--- src/rtl/cgs_pkg.sv ---
package cgs_pkg;

    typedef enum logic [2:0] {
        ST_IDLE    = 3'd0,
        ST_PUSH_SS = 3'd1,
        ST_PUSH_SP = 3'd2,
        ST_COPY    = 3'd3,
        ST_PUSH_CS = 3'd4,
        ST_PUSH_IP = 3'd5
    } cgs_state_e;

endpackage

--- src/rtl/cgs_route.sv ---
// Path choice and stack-room check for a gate call.
module cgs_route #(
    parameter int AW   = 32,
    parameter int GCW  = 8,
    parameter int PCW  = 5,
    parameter int CPLW = 2
) (
    input  logic [CPLW-1:0] tgt_dpl,
    input  logic            tgt_conforming,
    input  logic [CPLW-1:0] cur_cpl,
    input  logic [GCW-1:0]  gate_count,
    input  logic            op32,
    input  logic [AW-1:0]   room,
    output logic            raise,
    output logic [PCW-1:0]  nparm,
    output logic [AW-1:0]   need,
    output logic            fault
);
    localparam logic [GCW-1:0] CNT_MASK = GCW'((1 << PCW) - 1);

    logic [GCW-1:0] cnt_masked;
    logic [AW-1:0]  parm_bytes;

    always_comb begin
        cnt_masked = gate_count & CNT_MASK;
        nparm      = cnt_masked[PCW-1:0];
        raise      = !tgt_conforming && (tgt_dpl < cur_cpl);
        parm_bytes = op32 ? (AW'(cnt_masked) << 2) : (AW'(cnt_masked) << 1);
        if (raise) begin
            need = parm_bytes + (op32 ? AW'(16) : AW'(8));
        end else begin
            need = op32 ? AW'(8) : AW'(4);
        end
        fault = room < need;
    end

endmodule

--- src/rtl/cgs_fmt.sv ---
// Narrows a stack word to the active operand size.
module cgs_fmt #(
    parameter int AW = 32
) (
    input  logic          wide,
    input  logic [AW-1:0] raw,
    output logic [AW-1:0] val
);
    localparam int HW = AW / 2;

    assign val = wide ? raw : {{(AW - HW){1'b0}}, raw[HW-1:0]};

endmodule

--- src/rtl/cgate_stack_seq.sv ---
module cgate_stack_seq
    import cgs_pkg::*;
#(
    parameter int AW   = 32,
    parameter int SW   = 16,
    parameter int GCW  = 8,
    parameter int PCW  = 5,
    parameter int CPLW = 2
) (
    input  logic            clk,
    input  logic            rst_n,
    input  logic            start,
    input  logic [CPLW-1:0] tgt_dpl,
    input  logic            tgt_conforming,
    input  logic [CPLW-1:0] cur_cpl,
    input  logic [GCW-1:0]  gate_count,
    input  logic [SW-1:0]   gate_sel,
    input  logic [AW-1:0]   gate_off,
    input  logic [SW-1:0]   tss_ss,
    input  logic [AW-1:0]   tss_esp,
    input  logic [SW-1:0]   old_ss,
    input  logic [AW-1:0]   old_esp,
    input  logic [SW-1:0]   ret_cs,
    input  logic [AW-1:0]   ret_eip,
    input  logic            op32,
    input  logic [AW-1:0]   room,
    output logic            rd_en,
    output logic [AW-1:0]   rd_addr,
    input  logic [AW-1:0]   rd_data,
    output logic            wr_en,
    output logic [AW-1:0]   wr_addr,
    output logic [AW-1:0]   wr_data,
    output logic            wr_wide,
    output logic [SW-1:0]   ss_out,
    output logic [AW-1:0]   esp_out,
    output logic [SW-1:0]   cs_out,
    output logic [AW-1:0]   eip_out,
    output logic [CPLW-1:0] cpl_out,
    output logic            busy,
    output logic            done,
    output logic            ss_fault
);
    localparam logic [SW-1:0] RPL_MASK = SW'((1 << CPLW) - 1);

    typedef struct packed {
        cgs_state_e      state;
        logic            op32;
        logic [PCW-1:0]  cnt;
        logic [AW-1:0]   src;
        logic [AW-1:0]   esp;
        logic [SW-1:0]   ss;
        logic [SW-1:0]   cs;
        logic [AW-1:0]   eip;
        logic [CPLW-1:0] cpl;
        logic [SW-1:0]   sv_ss;
        logic [AW-1:0]   sv_esp;
        logic [SW-1:0]   rcs;
        logic [AW-1:0]   reip;
        logic [SW-1:0]   ncs;
        logic [AW-1:0]   neip;
        logic [CPLW-1:0] ncpl;
        logic            done;
        logic            fault;
    } cgs_regs_t;

    cgs_regs_t q, d;

    logic            raise;
    logic [PCW-1:0]  nparm;
    logic [AW-1:0]   need;
    logic            room_fault;
    logic [AW-1:0]   gate_off_fmt;
    logic [AW-1:0]   wr_raw;
    logic [AW-1:0]   wr_fmt;
    logic [AW-1:0]   step_q;
    logic [AW-1:0]   step_in;
    logic [AW-1:0]   esp_dn;
    logic [AW-1:0]   src_init;
    logic [CPLW-1:0] cpl_next;
    logic            wr_en_c;
    logic            rd_en_c;

    cgs_route #(
        .AW   (AW),
        .GCW  (GCW),
        .PCW  (PCW),
        .CPLW (CPLW)
    ) u_route (
        .tgt_dpl        (tgt_dpl),
        .tgt_conforming (tgt_conforming),
        .cur_cpl        (cur_cpl),
        .gate_count     (gate_count),
        .op32           (op32),
        .room           (room),
        .raise          (raise),
        .nparm          (nparm),
        .need           (need),
        .fault          (room_fault)
    );

    cgs_fmt #(.AW(AW)) u_fmt_entry (
        .wide (op32),
        .raw  (gate_off),
        .val  (gate_off_fmt)
    );

    cgs_fmt #(.AW(AW)) u_fmt_push (
        .wide (q.op32),
        .raw  (wr_raw),
        .val  (wr_fmt)
    );

    always_comb begin
        d        = q;
        d.done   = 1'b0;
        d.fault  = 1'b0;
        wr_en_c  = 1'b0;
        rd_en_c  = 1'b0;
        wr_raw   = '0;
        step_q   = q.op32 ? AW'(4) : AW'(2);
        step_in  = op32 ? AW'(4) : AW'(2);
        esp_dn   = q.esp - step_q;
        src_init = old_esp + (op32 ? (AW'(nparm) << 2) : (AW'(nparm) << 1)) - step_in;
        cpl_next = raise ? tgt_dpl : cur_cpl;

        unique case (q.state)
            ST_IDLE: begin
                if (start) begin
                    if (room_fault) begin
                        d.fault = 1'b1;
                    end else begin
                        d.op32   = op32;
                        d.cnt    = nparm;
                        d.src    = src_init;
                        d.sv_ss  = old_ss;
                        d.sv_esp = old_esp;
                        d.rcs    = ret_cs;
                        d.reip   = ret_eip;
                        d.ncs    = (gate_sel & ~RPL_MASK) | SW'(cpl_next);
                        d.neip   = gate_off_fmt;
                        d.ncpl   = cpl_next;
                        if (raise) begin
                            d.ss    = tss_ss;
                            d.esp   = tss_esp;
                            d.state = ST_PUSH_SS;
                        end else begin
                            d.ss    = old_ss;
                            d.esp   = old_esp;
                            d.state = ST_PUSH_CS;
                        end
                    end
                end
            end
            ST_PUSH_SS: begin
                wr_en_c = 1'b1;
                wr_raw  = AW'(q.sv_ss);
                d.esp   = esp_dn;
                d.state = ST_PUSH_SP;
            end
            ST_PUSH_SP: begin
                wr_en_c = 1'b1;
                wr_raw  = q.sv_esp;
                d.esp   = esp_dn;
                d.state = (q.cnt != '0) ? ST_COPY : ST_PUSH_CS;
            end
            ST_COPY: begin
                wr_en_c = 1'b1;
                rd_en_c = 1'b1;
                wr_raw  = rd_data;
                d.esp   = esp_dn;
                d.src   = q.src - step_q;
                d.cnt   = q.cnt - PCW'(1);
                if (q.cnt == PCW'(1)) begin
                    d.state = ST_PUSH_CS;
                end
            end
            ST_PUSH_CS: begin
                wr_en_c = 1'b1;
                wr_raw  = AW'(q.rcs);
                d.esp   = esp_dn;
                d.state = ST_PUSH_IP;
            end
            ST_PUSH_IP: begin
                wr_en_c = 1'b1;
                wr_raw  = q.reip;
                d.esp   = esp_dn;
                d.cs    = q.ncs;
                d.eip   = q.neip;
                d.cpl   = q.ncpl;
                d.done  = 1'b1;
                d.state = ST_IDLE;
            end
            default: begin
                d.state = ST_IDLE;
            end
        endcase
    end

    always_ff @(posedge clk or negedge rst_n) begin
        if (!rst_n) begin
            q <= '0;
        end else begin
            q <= d;
        end
    end

    assign rd_en    = rd_en_c;
    assign rd_addr  = q.src;
    assign wr_en    = wr_en_c;
    assign wr_addr  = esp_dn;
    assign wr_data  = wr_fmt;
    assign wr_wide  = wr_en_c & q.op32;
    assign ss_out   = q.ss;
    assign esp_out  = q.esp;
    assign cs_out   = q.cs;
    assign eip_out  = q.eip;
    assign cpl_out  = q.cpl;
    assign busy     = (q.state != ST_IDLE);
    assign done     = q.done;
    assign ss_fault = q.fault;

endmodule

--- config.mk ---
export PLATFORM = sky130hd
export DESIGN_NAME = cgate_stack_seq
export DESIGN_NICKNAME = d
export VERILOG_FILES = /design/src/rtl/cgs_pkg.sv /design/src/rtl/cgs_route.sv /design/src/rtl/cgs_fmt.sv /design/src/rtl/cgate_stack_seq.sv
export SDC_FILE = /design/constraint.sdc
export NUM_CORES = 1
export LEC_CHECK = 0
export ABC_AREA = 1
export CAP_MARGIN = 20
export CORE_ASPECT_RATIO = 1.5
export CORE_MARGIN = 4
export CORE_UTILIZATION = 50
export CTS_BUF_LIST = sky130_fd_sc_hd__clkbuf_4 sky130_fd_sc_hd__clkbuf_8
export DETAILED_ROUTE_END_ITERATION = 10
export PLACE_DENSITY = 0.94
export SLEW_MARGIN = 20
export SYNTH_ARGS = -nofsm -noshare
export SYNTH_HDL_FRONTEND = slang
export SYNTH_HIERARCHICAL = 1
export SYNTH_SLANG_ARGS = --single-unit
--- constraint.sdc ---
create_clock -name clk -period 3.3 [get_ports clk]
set_input_delay 0.66 -clock clk [delete_from_list [all_inputs] [get_ports clk]]
set_output_delay 0.66 -clock clk [all_outputs]
set_load 0.005 [all_outputs]
==> results of run 1 <==
worst max-delay path, cell delays in order (launching register included):
cell and delay, ns:
sky130_fd_sc_hd__dfrtp_1 0.41, sky130_fd_sc_hd__inv_2 0.11, sky130_fd_sc_hd__ha_4 0.15, sky130_fd_sc_hd__fa_2 0.24, sky130_fd_sc_hd__nand2_4 0.07, sky130_fd_sc_hd__nor2_4 0.13, sky130_fd_sc_hd__nand2_2 0.08, sky130_fd_sc_hd__nor3_4 0.18
sky130_fd_sc_hd__buf_6 0.13, sky130_fd_sc_hd__nand4_1 0.10, sky130_fd_sc_hd__o21ai_2 0.27, sky130_fd_sc_hd__buf_2 0.19
final timing paths:
kind | cells after the start | endpoint
min in group clk | 2 | q[90]
min | 1 | q[47]
max | 11 | wr_addr[25]
min reg2reg | 2 | q[90]
max in group asynchronous | 2 | rd_addr[16]
max reg2reg | 18 | esp_out[31]
metal layers:
layer  wire length, um  vias up  part of all wire  GRT usage
met1             25000     9168              0.34      0.378
met2             36300     1221              0.49      0.614
met5                49        -           0.00067          0
met3              6210      363             0.084     0.0719
li1                  -     8678                 -          -
met4              6040        6             0.082      0.241
timing repair:
action                                 4_1_cts  5_1_grt
gates cloned                                 8        3
buffers inserted                            42       26
hold buffers                                 0        0
pin swaps                                   32       44
resized for setup                          161       93
setup endpoints to repair                  288      259
endpoints found under the hold margin        0        0
metrics by stage:
stage / setup TNS (ns) / cell area (um2) / setup slack [ns] / utilization / instances
after floorplan: 0 / 18100 / 0.0351 / - / 2494
after global placement: -181.75 / 22800 / -1.03 / 0.636 / 3305
after detailed placement: -195.01 / 22800 / -1.11 / 0.636 / 3305
after CTS: -0.335 / 24700 / -0.194 / 0.690 / 3434
after global routing: -0.527 / 25200 / -0.107 / 0.703 / 3463
final: -0.00229 / 25200 / -0.00229 / 0.704 / 3464
where the power goes:
part	total, mW	switching (mW)	internal (mW)
registers	6.50	1.36	5.14
clock network	3.27	1.52	1.75
logic	11.5	6.08	5.42
total	21.3	8.97	12.3
final cells by class:
cell class / instances / area (um2) / share of cell area
tap: 478 / 598 / 0.0237
timing repair inverter: 2 / 17.5 / 0.000695
clock buffer: 59 / 756 / 0.0300
inverter: 303 / 1170 / 0.0463
timing repair buffer: 668 / 6670 / 0.264
sequential: 283 / 7080 / 0.281
clock inverter: 20 / 195 / 0.00774
multi-input combinational: 1648 / 8720 / 0.346
antenna: 3 / 7.51 / 0.000298
sequential cells by signal, summed over array words and instances (netlist names):
signal,count
q,153
ss_out,16
ss_fault,1
eip_out,32
cs_out,16
esp_out,32
rd_addr,32
done,1
==> impl_summary.log, run 1 <==
INFO  metric routed_wl = 73600 um
INFO  metric area.growth.synth_to_final = 39.1%
INFO  metric worst_setup_path_type = reg2out
INFO  metric cts.sinks = 283
INFO  metric mostFrequentLayoutCell = sky130_fd_sc_hd__nand2_1
INFO  metric drt_pre_antenna_iters = 7
INFO  metric syn_area = 18100 um2
INFO  metric route.antenna.remaining_nets = 0
INFO  metric cts_inserted_buffers = 43
INFO  metric endpoint_type_of_the_worst_setup_path = output pin
INFO  metric post-route-min-period = 3.30 ns
INFO  metric critical_path.max_fanout = 3
INFO  metric drc_errors = 0
INFO  metric rrSetupSlack = 0.67 ns
INFO  metric cts_max_level = 2
INFO  metric hold_path_class = in2async
INFO  metric initialDrtViolationCount = 1995
INFO  metric power_leakage = 12.5 nW
INFO  metric gp_routability_congestion = 0.979
INFO  metric power_density = 844 nW/um2
INFO  metric via_count_of_the_routed_design = 19436
INFO  metric timing_hold_violations_final = 0
INFO  metric fillerInstances = 2729
INFO  metric placementRows = 85
INFO  metric max_clock_freq = 303 MHz
INFO  metric syn_avg_cell_area = 7.27 um2
INFO  metric clock_skew = 0.0244 ns
INFO  metric final.setup.worst_slack = -0.00229 ns
INFO  metric run_status = finished with violations
INFO  metric maxCapViolations = 0
INFO  metric grt_start_max_net_pins = 95
INFO  metric floorplan.initialDensity = 0.506
INFO  metric hold-worst-slack = 0.0379 ns
INFO  metric total_grt_usage = 0.350
INFO  metric power.ir.vdd_worst = 0.457 mV
INFO  metric launching_instance_or_port_of_the_critical_path = q[283]
INFO  metric yosys_warnings = 6
INFO  metric cts.clk_slew.worst_paths = 0.07 ns
INFO  metric layout_common_cells = sky130_fd_sc_hd__nand2_1 (787), sky130_fd_sc_hd__clkdlybuf4s50_1 (429), sky130_fd_sc_hd__inv_1 (284)
INFO  metric unrepaired_setup_endpoints_after_global_routing = yes
INFO  metric portBuffers = 466
INFO  metric dieWidth = 163 um
INFO  metric clock-root-buffer = sky130_fd_sc_hd__clkbuf_8
INFO  metric worst_pin_slew = 0.976 ns
INFO  metric reg2reg_from = q[283]
INFO  metric ioPinCount = 473
INFO  metric wire_per_inst = 21.2 um
INFO  metric critical_path.startpoint_type = register
INFO  metric critPathRequiredTime = 2.64 ns
INFO  metric slew_headroom = 0.349
INFO  metric core_area = 35800 um2
INFO  metric setup_violations = 1
INFO  metric layout_worst_path_cycle_share = 1.00
INFO  metric cp_arrival = 2.64 ns
INFO  metric final_hpwl_dp = 54000 um
INFO  metric max_clock_buf_depth = 3
INFO  metric chipHeight = 241 um
INFO  metric number_of_global_route_vias_before_repair = 19356
INFO  metric fin_total_pwr = 21.3 mW
INFO  metric global_route.overflow_total = 0
INFO  metric clock_latency = 0.59 ns
INFO  metric failing_checks = setup timing
INFO  metric timing_max_transition_violations_final = 0
INFO  metric nets = 3274
INFO  metric syn_nets = 2819
INFO  metric grt_first_pass_wirelength = 107000 um
INFO  metric antenna_violations_before_repair = 5
INFO  metric post_synth_inst_count = 2494
INFO  metric share_of_layout_cells_above_drive_strength_1 = 0.154
INFO  metric viasPerCell = 5.61
INFO  metric clock_tree_from_tritoncts = yes
INFO  metric dieArea = 39400 um2
Note: power is estimated with default switching activity, not from simulation.
==> run 2: changes to the inputs <==
--- a/config.mk
+++ b/config.mk
@@ -12,7 +12,7 @@
 export CORE_UTILIZATION = 50
 export CTS_BUF_LIST = sky130_fd_sc_hd__clkbuf_4 sky130_fd_sc_hd__clkbuf_8
 export DETAILED_ROUTE_END_ITERATION = 10
-export PLACE_DENSITY = 0.94
+export PLACE_DENSITY = 0.82
 export SLEW_MARGIN = 20
 export SYNTH_ARGS = -nofsm -noshare
 export SYNTH_HDL_FRONTEND = slang
==> run 2 against run 1 <==
Net effect:
- the run still ends with setup timing left
- global-route usage shrank 1.1 points
- first-iteration DRC count is 23% lower
- final cell count decreased by 0.78%
- die area stayed put
- hold slack better by 0.045 ns
- flip-flop and latch count stayed put
- critical endpoint is now wr_addr[11]
==> impl_summary.log, run 2 (synthesis results as in run 1) <==
INFO  metric dieArea = 39400 um2
INFO  metric run_status = finished with violations
INFO  metric floorplan.initialDensity = 0.506
INFO  metric timing_max_transition_violations_final = 0
INFO  metric number_of_global_route_vias_before_repair = 18732
INFO  metric final.setup.worst_slack = -0.0151 ns
INFO  metric drc_errors = 0
INFO  metric mostFrequentLayoutCell = sky130_fd_sc_hd__nand2_1
INFO  metric timing_hold_violations_final = 0
INFO  metric place_ws = -0.903 ns
INFO  metric nets = 3244
INFO  metric clock_latency = 0.58 ns
INFO  metric timing.setup.tns = -0.0151 ns
INFO  metric post-route-min-period = 3.32 ns
INFO  metric hold_path_class = in2async
INFO  metric cp_slowest_cell = sky130_fd_sc_hd__clkdlybuf4s50_1
INFO  metric wire_per_inst = 20.7 um
INFO  metric fillerInstances = 2946
INFO  metric grt_start_max_net_pins = 80
INFO  metric dieWidth = 163 um
INFO  metric clock_tree_from_tritoncts = yes
INFO  metric cp_top_family = buffers and inverters
INFO  metric cts_inserted_buffers = 45
INFO  metric grt_first_pass_wirelength = 103000 um
INFO  metric layout_common_cells = sky130_fd_sc_hd__nand2_1 (802), sky130_fd_sc_hd__clkdlybuf4s50_1 (435), sky130_fd_sc_hd__inv_1 (287)
INFO  metric share_of_layout_cells_above_drive_strength_1 = 0.129
INFO  metric endpoint_type_of_the_worst_setup_path = output pin
INFO  metric area.growth.synth_to_final = 36.9%
INFO  metric cts.clk_slew.worst_paths = 0.06 ns
INFO  metric cts_max_level = 2
INFO  metric total_grt_usage = 0.340
INFO  metric worst_pin_slew = 0.645 ns
INFO  metric portBuffers = 466
INFO  metric critical_path.startpoint_type = register
INFO  metric final_hpwl_dp = 54300 um
INFO  metric ioPinCount = 473
INFO  metric clock_skew = 0.0212 ns
INFO  metric viasPerCell = 5.44
INFO  metric cts.sinks = 283
INFO  metric crit_chain = inv_2 -> ha_4 -> fa_2 -> inv_1 -> nor2_4 -> nand3_4 -> xor2_2 -> clkdlybuf4s50_1
INFO  metric setup_violations = 1
INFO  metric routed_wl = 71200 um
INFO  metric slew_headroom = 0.570
INFO  metric biggest_cell_delay_along_the_critical_path = 0.54 ns
INFO  metric path_buf_inv = 3
INFO  metric antenna_violations_before_repair = 9
INFO  metric critPathRequiredTime = 2.64 ns
INFO  metric via_count_of_the_routed_design = 18693
INFO  metric placementRows = 85
INFO  metric power.ir.vdd_worst = 0.460 mV
INFO  metric core_area = 35800 um2
INFO  metric unrepaired_setup_endpoints_after_global_routing = yes
INFO  metric maxCapViolations = 0
INFO  metric initialDrtViolationCount = 1539
INFO  metric drt_pre_antenna_iters = 7
INFO  metric cp_arrival = 2.66 ns
INFO  metric max_clock_buf_depth = 3
INFO  metric clock-root-buffer = sky130_fd_sc_hd__clkbuf_8
INFO  metric max_clock_freq = 302 MHz
INFO  metric fin_total_pwr = 20.7 mW
INFO  metric global_route.overflow_total = 0
INFO  metric layout_worst_path_cycle_share = 1.00
INFO  metric power_leakage = 12.3 nW
INFO  metric route.antenna.remaining_nets = 0
INFO  metric gp_routability_congestion = 1.01
INFO  metric regMostFlops = q
INFO  metric failing_checks = setup timing
INFO  metric largest_register_ff_count = 153
INFO  metric worst_setup_path_type = reg2out
INFO  metric chipHeight = 241 um
INFO  metric critical_path.max_fanout = 3
INFO  metric power_density = 836 nW/um2
INFO  metric hold-worst-slack = 0.0830 ns
INFO  metric cts_hold_repair.buffers = 0
-- run 2: per-layer routing --
| layer | share of wire | vias to the layer above | track usage |
|---|---|---|---|
| met5 | 0.00024 | - | 0 |
| met4 | 0.077 | 2 | 0.224 |
| met3 | 0.077 | 270 | 0.0654 |
| met2 | 0.50 | 1020 | 0.607 |
| met1 | 0.34 | 8779 | 0.363 |
| li1 | - | 8622 | - |
-- run 2: final timing paths --
kind	from	to	slack, ns	depth (start not counted)
max	q[283]	wr_addr[11]	-0.02	8
min reg2reg	q[88]	q[88]	0.48	2
min in group clk	cur_cpl[1]	q[37]	0.36	3
min	rst_n	eip_out[7]	0.08	1
max in group asynchronous	rst_n	q[30]	2.25	2
max reg2reg	q[283]	esp_out[30]	0.82	16
-- run 2: cell type report --
cell class	count	area, um2	share of cell area
multi-input combinational	1647	8500	0.343
sequential	283	7080	0.285
timing repair buffer	639	6500	0.262
inverter	303	1150	0.0462
clock buffer	69	875	0.0352
tap	478	598	0.0241
clock inverter	10	87.6	0.00353
antenna	8	20.0	0.000807
-- run 2: power by group --
part | switching [mW] | total [mW] | internal, mW
Sequential | 1.33 | 6.46 | 5.14
Clock | 1.47 | 3.25 | 1.77
Combinational | 5.79 | 11.0 | 5.24
Total | 8.59 | 20.7 | 12.1
-- run 2: through the flow --
step,cell area (um2),instances,utilization
global route,24800,3433,0.692
detailed placement,22800,3298,0.636
floorplan,18100,2494,-
global placement,22800,3298,0.636
finish,24800,3437,0.692
CTS,24300,3406,0.677
-- run 2: repair_timing --
item / 4_1_cts / 5_1_grt
gates cloned: 3 / 7
endpoints found under the hold margin: 0 / 0
pin swaps: 23 / 24
setup endpoints to repair: 268 / 271
gates resized for setup: 82 / 60
setup buffers: 26 / 16
==> run 3: changes to the inputs <==
--- a/config.mk
+++ b/config.mk
@@ -9,10 +9,10 @@
 export CAP_MARGIN = 20
 export CORE_ASPECT_RATIO = 1.5
 export CORE_MARGIN = 4
-export CORE_UTILIZATION = 50
+export CORE_UTILIZATION = 40
 export CTS_BUF_LIST = sky130_fd_sc_hd__clkbuf_4 sky130_fd_sc_hd__clkbuf_8
 export DETAILED_ROUTE_END_ITERATION = 10
-export PLACE_DENSITY = 0.82
+export PLACE_DENSITY = 0.68
 export SLEW_MARGIN = 20
 export SYNTH_ARGS = -nofsm -noshare
 export SYNTH_HDL_FRONTEND = slang
==> run 3 against run 2 <==
Net effect:
- the flow now finishes without violations
- total power up 0.54%
- design area up 1.5%
- count of clock-buffer cells in the layout down 4
- final cell count up 3.8%
- worst setup slack better by 0.026 ns
- flip-flop and latch count unchanged
- wire length up 1.0%
- sequential power down 0.6%
- clock power up 7.7%
- combinational power about the same
==> impl_summary.log, run 3 (synthesis results as in run 1) <==
INFO  metric total_grt_usage = 0.281
INFO  metric post-route-min-period = 3.29 ns
INFO  metric finalCoreUtilization = 0.562
INFO  metric drc_errors = 0
INFO  metric critical_path.max_fanout = 4
INFO  metric clock_skew = 0.0234 ns
INFO  metric fillerInstances = 4177
INFO  metric cp_arrival = 2.63 ns
INFO  metric wire_per_inst = 20.2 um
INFO  metric power.ir.vdd_worst = 0.537 mV
INFO  metric ioPinCount = 473
INFO  metric mostFrequentLayoutCell = sky130_fd_sc_hd__nand2_1
INFO  metric timing_hold_violations_final = 0
INFO  metric endpoint_type_of_the_worst_setup_path = output pin
INFO  metric maxCapViolations = 0
INFO  metric place_ws = -0.885 ns
INFO  metric worst_setup_path_type = reg2out
INFO  metric power_density = 828 nW/um2
INFO  metric critPathRequiredTime = 2.64 ns
INFO  metric initialDrtViolationCount = 1280
INFO  metric gp_routability_congestion = 0.987
INFO  metric chipHeight = 269 um
INFO  metric timing.rr.end = esp_out[30]
INFO  metric timing.setup.tns = 0 ns
INFO  metric setup_violations = 0
INFO  metric power_leakage = 12.4 nW
INFO  metric slew_headroom = 0.573
INFO  metric grt_first_pass_wirelength = 107000 um
INFO  metric reg2reg_from = q[283]
INFO  metric timing_max_transition_violations_final = 0
INFO  metric share_of_layout_cells_above_drive_strength_1 = 0.144
INFO  metric viasPerCell = 5.17
INFO  metric timing.reg2reg.worst_path_depth = 16
INFO  metric max_clock_freq = 304 MHz
INFO  metric clock_latency = 0.59 ns
INFO  metric worst_pin_slew = 0.640 ns
INFO  metric floorplan.initialDensity = 0.404
INFO  metric critical_path.startpoint_type = register
INFO  metric final_hpwl_dp = 56400 um
INFO  metric core_area = 44800 um2
INFO  metric antenna_violations_before_repair = 11
INFO  metric unrepaired_setup_endpoints_after_global_routing = yes
INFO  metric clock_tree_from_tritoncts = yes
INFO  metric largest_register_ff_count = 153
INFO  metric clock-root-buffer = sky130_fd_sc_hd__clkbuf_8
INFO  metric regMostFlops = q
INFO  metric global_route.overflow_total = 0
INFO  metric grt_start_max_net_pins = 95
INFO  metric max_clock_buf_depth = 3
INFO  metric cts.sinks = 283
INFO  metric layout_worst_path_cycle_share = 0.997
INFO  metric layout_common_cells = sky130_fd_sc_hd__nand2_1 (803), sky130_fd_sc_hd__clkdlybuf4s50_1 (430), sky130_fd_sc_hd__inv_1 (286)
INFO  metric run_status = finished clean
INFO  metric placementRows = 95
INFO  metric drt_pre_antenna_iters = 6
INFO  metric rrSetupSlack = 0.70 ns
INFO  metric cts.clk_slew.worst_paths = 0.06 ns
INFO  metric via_count_of_the_routed_design = 18428
INFO  metric number_of_global_route_vias_before_repair = 18693
INFO  metric cts_hold_repair.buffers = 0
INFO  metric route.antenna.remaining_nets = 0
INFO  metric hold_path_class = in2async
INFO  metric dieArea = 48800 um2
INFO  metric nets = 3272
INFO  metric final.setup.worst_slack = 0.0112 ns
INFO  metric cts_inserted_buffers = 47
INFO  metric portBuffers = 466
INFO  metric cts_max_level = 2
INFO  metric area.growth.synth_to_final = 39.0%
INFO  metric dieWidth = 182 um
INFO  metric routed_wl = 71900 um
==> run 3: worst max path at each step <==
stage,end,start,slack [ns]
after detailed placement,q[79],gate_count[3],-0.88
after floorplan,q[10],op32,0.04
final,wr_addr[13],q[283],0.01
after global placement,q[83],gate_count[3],-0.81
after global routing,wr_addr[13],q[283],-0.11
after CTS,wr_addr[24],q[283],-0.08
==> run 3: final cells by class <==
| type | count | area, um2 | share of cell area |
|---|---|---|---|
| Inverter | 303 | 1150 | 0.0459 |
| Clock buffer | 65 | 820 | 0.0325 |
| Timing Repair Buffer | 665 | 6530 | 0.259 |
| Multi-Input combinational cell | 1647 | 8640 | 0.343 |
| Sequential cell | 283 | 7090 | 0.281 |
| Antenna cell | 6 | 15.0 | 0.000596 |
| Tap cell | 582 | 728 | 0.0289 |
| Clock inverter | 15 | 208 | 0.00825 |
==> run 3: timing repair <==
action,CTS,global route
resized for setup,119,70
pin swaps,26,33
cloned,1,3
setup buffers,30,13
setup endpoints to repair,233,219
==> run 3: stage by stage <==
stage | power [mW] | instance area [um2] | std cells | hold slack (ns)
floorplan | 12.3 | 18100 | 2494 | 0.364
global placement | 16.3 | 23200 | 3433 | 0.454
detailed placement | 16.6 | 23200 | 3433 | 0.458
CTS | 20.6 | 24800 | 3544 | 0.0493
global route | 22.3 | 25200 | 3563 | 0.0828
finish | 20.8 | 25200 | 3566 | 0.0609
==> run 3: worst max-delay path: stages, from the launching register on <==
cell and delay, ns:
sky130_fd_sc_hd__dfrtp_1 0.40, sky130_fd_sc_hd__inv_2 0.13, sky130_fd_sc_hd__ha_4 0.16, sky130_fd_sc_hd__fa_2 0.23, sky130_fd_sc_hd__nand2_2 0.09, sky130_fd_sc_hd__nor2_4 0.15, sky130_fd_sc_hd__nand4_1 0.15, sky130_fd_sc_hd__buf_4 0.18
sky130_fd_sc_hd__buf_4 0.14, sky130_fd_sc_hd__xor2_4 0.16, sky130_fd_sc_hd__dlygate4sd2_1 0.27
==> run 3: report_power, final <==
part	total [mW]	switching [mW]	internal, mW
Sequential	6.42	1.29	5.14
Combinational	10.9	5.72	5.20
Clock	3.50	1.51	2.00
Total	20.8	8.52	12.3
==> run 3: metal layers <==
metal / up-vias / global-route usage / wire length, um
met5: - / 0 / 45
met2: 827 / 0.507 / 36500
met3: 243 / 0.0502 / 4890
li1: 8655 / - / -
met1: 8697 / 0.306 / 25300
met4: 6 / 0.171 / 5170
